`config.mk`:
```
export PLATFORM = sky130hd
export DESIGN_NAME = bridge_guard
export DESIGN_NICKNAME = d
export VERILOG_FILES = /design/src/rtl/bg_pkg.sv /design/src/rtl/bg_sync.sv /design/src/rtl/bg_oc_retry.sv /design/src/rtl/bg_dc_watch.sv /design/src/rtl/bg_hold_watch.sv /design/src/rtl/bridge_guard.sv
export SDC_FILE = /design/constraint.sdc
export NUM_CORES = 1
export LEC_CHECK = 0
export BUFFER_PORTS_ARGS = -buffer_cell sky130_fd_sc_hd__buf_2
export CORE_ASPECT_RATIO = 0.7
export CORE_UTILIZATION = 60
export DETAILED_ROUTE_END_ITERATION = 10
export GPL_TIMING_DRIVEN = 0
export PLACE_DENSITY = 0.78
export RECOVER_POWER = 50
export SYNTH_ARGS = -nofsm -noshare
export SYNTH_HDL_FRONTEND = slang
export SYNTH_HIERARCHICAL = 1
export SYNTH_SLANG_ARGS = --single-unit
```
`constraint.sdc`:
```
create_clock -name clk -period 4.3 [get_ports clk]
set_input_delay 0 -clock clk [delete_from_list [all_inputs] [get_ports clk]]
set_output_delay 0 -clock clk [all_outputs]
set_load 0.03 [all_outputs]
```
`src/rtl/bg_pkg.sv`:
```
package bg_pkg;
    typedef enum logic {
        SUP_LOW = 1'b0,
        SUP_OK  = 1'b1
    } sup_state_t;

    typedef enum logic {
        OC_RUN  = 1'b0,
        OC_HOLD = 1'b1
    } oc_state_t;
endpackage

```
`src/rtl/bg_sync.sv`:
```
module bg_sync #(
    parameter int W = 1
) (
    input  logic         clk,
    input  logic         rst_n,
    input  logic [W-1:0] d,
    output logic [W-1:0] q
);
    logic [W-1:0] meta;

    always_ff @(posedge clk or negedge rst_n) begin
        if (!rst_n) begin
            meta <= '0;
            q    <= '0;
        end else begin
            meta <= d;
            q    <= meta;
        end
    end
endmodule

```
`src/rtl/bg_oc_retry.sv`:
```
module bg_oc_retry
    import bg_pkg::*;
#(
    parameter int RETRY_CYC = 2500
) (
    input  logic clk,
    input  logic rst_n,
    input  logic oc_in,
    output logic blocked
);
    localparam int CW = (RETRY_CYC > 1) ? $clog2(RETRY_CYC) : 1;
    localparam logic [CW-1:0] LAST = CW'(RETRY_CYC - 1);

    oc_state_t     state, nxt;
    logic [CW-1:0] cnt, cnt_d;

    always_ff @(posedge clk or negedge rst_n) begin
        if (!rst_n) begin
            state <= OC_RUN;
            cnt   <= '0;
        end else begin
            state <= nxt;
            cnt   <= cnt_d;
        end
    end

    always_comb begin
        nxt   = state;
        cnt_d = cnt;
        unique case (state)
            OC_RUN: begin
                if (oc_in) begin
                    nxt   = OC_HOLD;
                    cnt_d = '0;
                end
            end
            OC_HOLD: begin
                if (cnt == LAST) begin
                    if (oc_in) cnt_d = '0;
                    else       nxt   = OC_RUN;
                end else begin
                    cnt_d = cnt + CW'(1);
                end
            end
            default: nxt = OC_RUN;
        endcase
    end

    assign blocked = (state == OC_HOLD);
endmodule

```
`src/rtl/bg_dc_watch.sv`:
```
module bg_dc_watch #(
    parameter int DC_CYC = 37_500_000
) (
    input  logic clk,
    input  logic rst_n,
    input  logic clr,
    input  logic in_p,
    input  logic in_n,
    output logic tripped
);
    localparam int CW = (DC_CYC > 1) ? $clog2(DC_CYC) : 1;
    localparam logic [CW-1:0] LAST = CW'(DC_CYC - 1);

    logic [CW-1:0] cnt;

    always_ff @(posedge clk or negedge rst_n) begin
        if (!rst_n) begin
            cnt     <= '0;
            tripped <= 1'b0;
        end else if (clr) begin
            cnt     <= '0;
            tripped <= 1'b0;
        end else if (!tripped) begin
            if (in_p == in_n) begin
                cnt <= '0;
            end else if (cnt == LAST) begin
                tripped <= 1'b1;
            end else begin
                cnt <= cnt + CW'(1);
            end
        end
    end
endmodule

```
`src/rtl/bg_hold_watch.sv`:
```
module bg_hold_watch #(
    parameter int STUCK_CYC = 25_000
) (
    input  logic clk,
    input  logic rst_n,
    input  logic arm,
    input  logic level,
    output logic stuck
);
    localparam int CW = $clog2(STUCK_CYC + 1);
    localparam logic [CW-1:0] LIMIT = CW'(STUCK_CYC);

    logic [CW-1:0] cnt;

    always_ff @(posedge clk or negedge rst_n) begin
        if (!rst_n) begin
            cnt <= '0;
        end else if (!arm || !level) begin
            cnt <= '0;
        end else if (cnt != LIMIT) begin
            cnt <= cnt + CW'(1);
        end
    end

    assign stuck = (cnt == LIMIT);
endmodule

```
`src/rtl/bridge_guard.sv`:
```
module bridge_guard
    import bg_pkg::*;
#(
    parameter int CH        = 2,
    parameter int VW        = 8,
    parameter int RETRY_CYC = 2500,
    parameter int DC_CYC    = 37_500_000,
    parameter int STUCK_CYC = 25_000
) (
    input  logic          clk,
    input  logic          run_en,
    input  logic          play_en,
    input  logic [CH-1:0] pwm_p,
    input  logic [CH-1:0] pwm_n,
    input  logic [CH-1:0] ocp_flag,
    input  logic          hot_flag,
    input  logic [VW-1:0] vsup,
    input  logic [VW-1:0] attack_lvl,
    input  logic [VW-1:0] recover_lvl,
    output logic [CH-1:0] hs_p,
    output logic [CH-1:0] ls_p,
    output logic [CH-1:0] hs_n,
    output logic [CH-1:0] ls_n,
    output logic          fault_n
);
    sup_state_t    sup_q, sup_d;
    logic [VW-1:0] vs_s;
    logic          hot_s;
    logic          play_q;
    logic          play_rise;
    logic          sup_ok;
    logic [CH-1:0] oc_blk, dc_trip, stuck_p, stuck_n;
    logic [CH-1:0] ch_go, p_go, n_go;

    bg_sync #(.W(VW)) u_vsync (
        .clk(clk), .rst_n(run_en), .d(vsup), .q(vs_s)
    );

    bg_sync #(.W(1)) u_tsync (
        .clk(clk), .rst_n(run_en), .d(hot_flag), .q(hot_s)
    );

    // supply window state register
    always_ff @(posedge clk or negedge run_en) begin
        if (!run_en) sup_q <= SUP_LOW;
        else         sup_q <= sup_d;
    end

    // supply window transitions
    always_comb begin
        sup_d = sup_q;
        unique case (sup_q)
            SUP_LOW: if (vs_s > attack_lvl)  sup_d = SUP_OK;
            SUP_OK:  if (vs_s < recover_lvl) sup_d = SUP_LOW;
            default: sup_d = SUP_LOW;
        endcase
    end

    always_ff @(posedge clk or negedge run_en) begin
        if (!run_en) play_q <= 1'b0;
        else         play_q <= play_en;
    end

    assign play_rise = play_en & ~play_q;
    assign sup_ok    = (sup_q == SUP_OK);

    for (genvar c = 0; c < CH; c++) begin : g_ch
        bg_oc_retry #(.RETRY_CYC(RETRY_CYC)) u_oc (
            .clk(clk), .rst_n(run_en), .oc_in(ocp_flag[c]), .blocked(oc_blk[c])
        );

        bg_dc_watch #(.DC_CYC(DC_CYC)) u_dc (
            .clk(clk), .rst_n(run_en), .clr(play_rise),
            .in_p(pwm_p[c]), .in_n(pwm_n[c]), .tripped(dc_trip[c])
        );

        bg_hold_watch #(.STUCK_CYC(STUCK_CYC)) u_hp (
            .clk(clk), .rst_n(run_en), .arm(play_en),
            .level(pwm_p[c]), .stuck(stuck_p[c])
        );

        bg_hold_watch #(.STUCK_CYC(STUCK_CYC)) u_hn (
            .clk(clk), .rst_n(run_en), .arm(play_en),
            .level(pwm_n[c]), .stuck(stuck_n[c])
        );

        assign ch_go[c] = play_en & sup_ok & ~hot_s & ~oc_blk[c] & ~dc_trip[c];
        assign p_go[c]  = ch_go[c] & ~stuck_p[c];
        assign n_go[c]  = ch_go[c] & ~stuck_n[c];
    end

    // output process
    always_comb begin
        for (int c = 0; c < CH; c++) begin
            hs_p[c] = p_go[c] &  pwm_p[c];
            ls_p[c] = p_go[c] & ~pwm_p[c];
            hs_n[c] = n_go[c] &  pwm_n[c];
            ls_n[c] = n_go[c] & ~pwm_n[c];
        end
        fault_n = ~(run_en & ((|oc_blk) | hot_s | ~sup_ok | (|dc_trip)
                              | (|stuck_p) | (|stuck_n)));
    end
endmodule

```
==> flow_metrics.py <==
metrics = {
    "timing": {
        "tns_ps": 0,
        "relSlewSlack": 0.484,
        "min_period_over_period": 0.613,
        "rsz0062_at_grt": "false",
        "worst_slew_pin_slew_ps": 767,
        "min_period_ps": 2640,
        "setup_viol": 0,
        "fin_ws_ps": 1660,
        "finClkSkew_ps": 9.22,
        "maxSlewViolCount": 0,
        "hold_viol_final": 0,
        "max_freq_mhz": 379,
    },
    "global_route": {
        "antenna_found_initial": 0,
        "grt_pass1_vias": 7073,
        "grt_max_degree": 125,
        "grt_pass1_wl_um": 34500,
        "grt_remaining_overflow": 0,
        "grtUsageTotal": 0.275,
    },
    "drt": {
        "detailedRoute.firstPassIterationCount": 5,
        "wl_um": 20300,
        "wl_per_cell_um": 16.5,
        "via_per_inst": 6.27,
        "drt_iter0_drc": 690,
        "drc": 0,
        "vias": 7694,
        "drtAntennaViolNets": 0,
    },
    "synthesis": {
        "synth_edf_count": 0,
        "synthesis.area_um2": 9110,
        "ys.flop_type": "dfrtp_1",
        "ys_top_cells_by_area": "dfrtp_1, ha_1, nand3_1",
        "syn_nets": 1007,
        "ys_ff_latch": 160,
        "async_reset_ff_frac": 1.00,
        "synth_top_area_frac": 0.440,
        "synth.largest_area_cell": "dfrtp_1",
        "syn_avg_cell_area_um2": 9.65,
        "syn-instance-count": 944,
        "ys_types": 63,
        "synth_sequential_area_ratio": 0.440,
        "yosys_warnings": 6,
    },
    "worst_hold_path": {
        "min_path_type": "input pin to asynchronous set/reset pin",
    },
    "worst_setup_path": {
        "startpoint_type": "register",
        "critPathCaptureType": "register",
        "crit_required_ps": 4610,
        "crit_arrival_ps": 2950,
        "critPathMaxFanout": 10,
        "r2r_start": "g_ch[0].u_dc/cnt[15]$_DFFE_PN0P_",
        "crit_type": "register to register",
        "startpoint": "g_ch[0].u_dc/cnt[15]$_DFFE_PN0P_",
    },
    "clock_network": {
        "clk_latency_ps": 440,
        "clock-root-buffer": "clkbuf_16",
        "clkTransAtPathRegs_ps": 60,
        "cts.path.max_buffers": 2,
        "cts_resized": 0,
        "h-tree-depth": 4,
        "hold_buffers": 16,
        "clock-sinks": 160,
        "postCtsSetupBuffers": 0,
        "cts_tree": "done",
        "cts_buffers": 17,
    },
    "placement": {
        "dpl.hpwl_um": 13600,
        "dp_slack_ps": 1690,
        "dpl_cell_area_um2": 9600,
        "place_congestion": 0.836,
        "portBuffers": 42,
    },
    "floorplanning": {
        "die_height_um": 105,
        "rows": 37,
        "dieArea_um2": 15700,
        "io_pins": 43,
        "initial_utilization": 0.617,
        "fp.coreArea_um2": 14800,
        "dieWidth_um": 149,
    },
    "final_layout": {
        "finalInstanceArea_um2": 10400,
        "syn_to_final_growth_pct": 14.5,
        "diodes": 0,
        "drive_gt1_frac": 0.118,
        "nNetsFinal": 1085,
        "fillers": 1063,
    },
    "outcome": {
        "status": "completed",
    },
    "power": {
        "seqPwrFrac": 0.447,
        "combPwrFrac": 0.105,
        "power.density_nw_per_um2": 372,
        "switching_share": 0.251,
        "p_sw_uw": 974,
        "irDropWorstVdd_mv": 0.280,
        "leakage_nw": 4.38,
        "p_int_mw": 2.91,
        "clkPwrFrac": 0.448,
    },
    "job": {
        "maxCapViolCount": 0,
    },
}
path summary, 6_finish.rpt:
| kind | to | slack, ps | cells past startpoint |
|---|---|---|---|
| setup / recovery | g_ch[0].u_dc/cnt[25]$_DFFE_PN0P_ | 1660 | 5 |
| hold / removal | u_vsync/q[0]$_DFF_PN0_ | 20 | 2 |
| setup reg to reg | g_ch[0].u_dc/cnt[25]$_DFFE_PN0P_ | 1660 | 5 |
| hold reg to reg | u_tsync/q$_DFF_PN0_ | 350 | 0 |
| max in group asynchronous | g_ch[0].u_hp/cnt[13]$_DFFE_PN0P_ | 3390 | 3 |
| min in group clk | g_ch[1].u_hp/cnt[2]$_DFFE_PN0P_ | 40 | 4 |
per-layer routing:
layer / part of all wire / global-route usage
met5: 0 / 0
met4: 0.020 / 0.109
met3: 0.051 / 0.0511
met2: 0.44 / 0.406
met1: 0.49 / 0.399
sequential cells by signal (all words and copies together) (netlist names):
register,cells
g_ch.u_dc/cnt,52
g_ch.u_dc/tripped,2
g_ch.u_hn/cnt,30
g_ch.u_hp/cnt,30
g_ch.u_oc/blocked,2
g_ch.u_oc/cnt,24
play_q,1
sup_ok,1
u_tsync/meta,1
u_tsync/q,1
u_vsync/meta,8
u_vsync/q,8
cell usage after synthesis (5+ instances only):
cell,instances
nand4bb_1,8
o31ai_1,20
and3_1,27
or4b_2,6
xor2_1,10
nor2b_1,8
o21ai_1,24
o22ai_1,5
or4b_4,6
o21ai_0,29
a21oi_1,47
inv_1,54
a221o_1,22
nand2_1,74
buf_2,6
dfrtp_1,160
clkbuf_1,16
nor2_1,45
or2_2,6
or4b_1,8
nor3_1,20
nand3_1,66
ha_1,29
or3_1,35
and2_1,12
mux2i_1,22
nand2b_1,16
nand4_1,29
or4_1,34
nor4_1,20
a211o_1,6
cell type report:
type                       instances  area, um^2  share of cell area
multi-input combinational        702        4760               0.456
sequential                       160        4000               0.384
clock buffer                      19         433              0.0415
timing repair buffer              59         405              0.0389
tap                              195         244              0.0234
clock inverter                    11         238              0.0228
inverter                          54         203              0.0194
buffer                            28         143              0.0137
per-stage QoR:
stage	power [mW]	instances	hold slack (ps)	utilization
CTS	3.92	1228	17.7	0.706
global placement	2.13	1181	108	0.647
finish	3.88	1228	24.2	0.706
detailed placement	2.15	1182	-105	0.650
global route	4.05	1228	56.3	0.706
floorplan	2.00	944	-296	-
layout by cell type, fill, tap and decap left out, types with 5 or more instances in the layout:
cell / synthesis / final
a211o_1: 6 / 6
a21oi_1: 47 / 47
a221o_1: 22 / 22
and2_1: 12 / 12
and3_1: 27 / 27
buf_2: 6 / 45
bufinv_16: 0 / 7
clkbuf_1: 16 / 20
clkbuf_16: 0 / 17
dfrtp_1: 160 / 160
dlygate4sd3_1: 0 / 16
ha_1: 29 / 29
inv_1: 54 / 54
mux2i_1: 22 / 22
nand2_1: 74 / 74
nand2b_1: 16 / 16
nand3_1: 66 / 66
nand4_1: 29 / 29
nand4bb_1: 8 / 8
nor2_1: 45 / 45
nor2b_1: 8 / 8
nor3_1: 20 / 20
nor4_1: 20 / 20
o21ai_0: 29 / 29
o21ai_1: 24 / 24
o22ai_1: 5 / 5
o31ai_1: 20 / 20
or2_2: 6 / 6
or3_1: 35 / 35
or4_1: 34 / 34
or4b_1: 8 / 8
or4b_2: 6 / 6
or4b_4: 6 / 6
xor2_1: 10 / 10
worst max-delay path, cell delays in order (launching register included):
cell and delay (ps):
dfrtp_1 440, or4b_1 530, or4_4 580, o21a_1 310, clkbuf_1 280, a221o_1 370
power groups by stage:
| stage | registers (mW) | logic [mW] | clock network, mW |
|---|---|---|---|
| global placement | 1.76 | 0.377 | 0 |
| finish | 1.74 | 0.407 | 1.74 |
| floorplan | 1.72 | 0.277 | 0 |
| global route | 1.76 | 0.461 | 1.84 |
| CTS | 1.73 | 0.410 | 1.77 |
| detailed placement | 1.76 | 0.396 | 0 |
cells by family after synthesis:
kind of cell,count (synthesis),share of synthesized area
buf+inv,82,0.0379
mux,24,0.0267
flops,160,0.440
fa+ha+maj,29,0.0398
xor+xnor,12,0.0115
compound gates,200,0.155
simple gates,437,0.289
No activity file was read; power rests on OpenSTA's default activity.
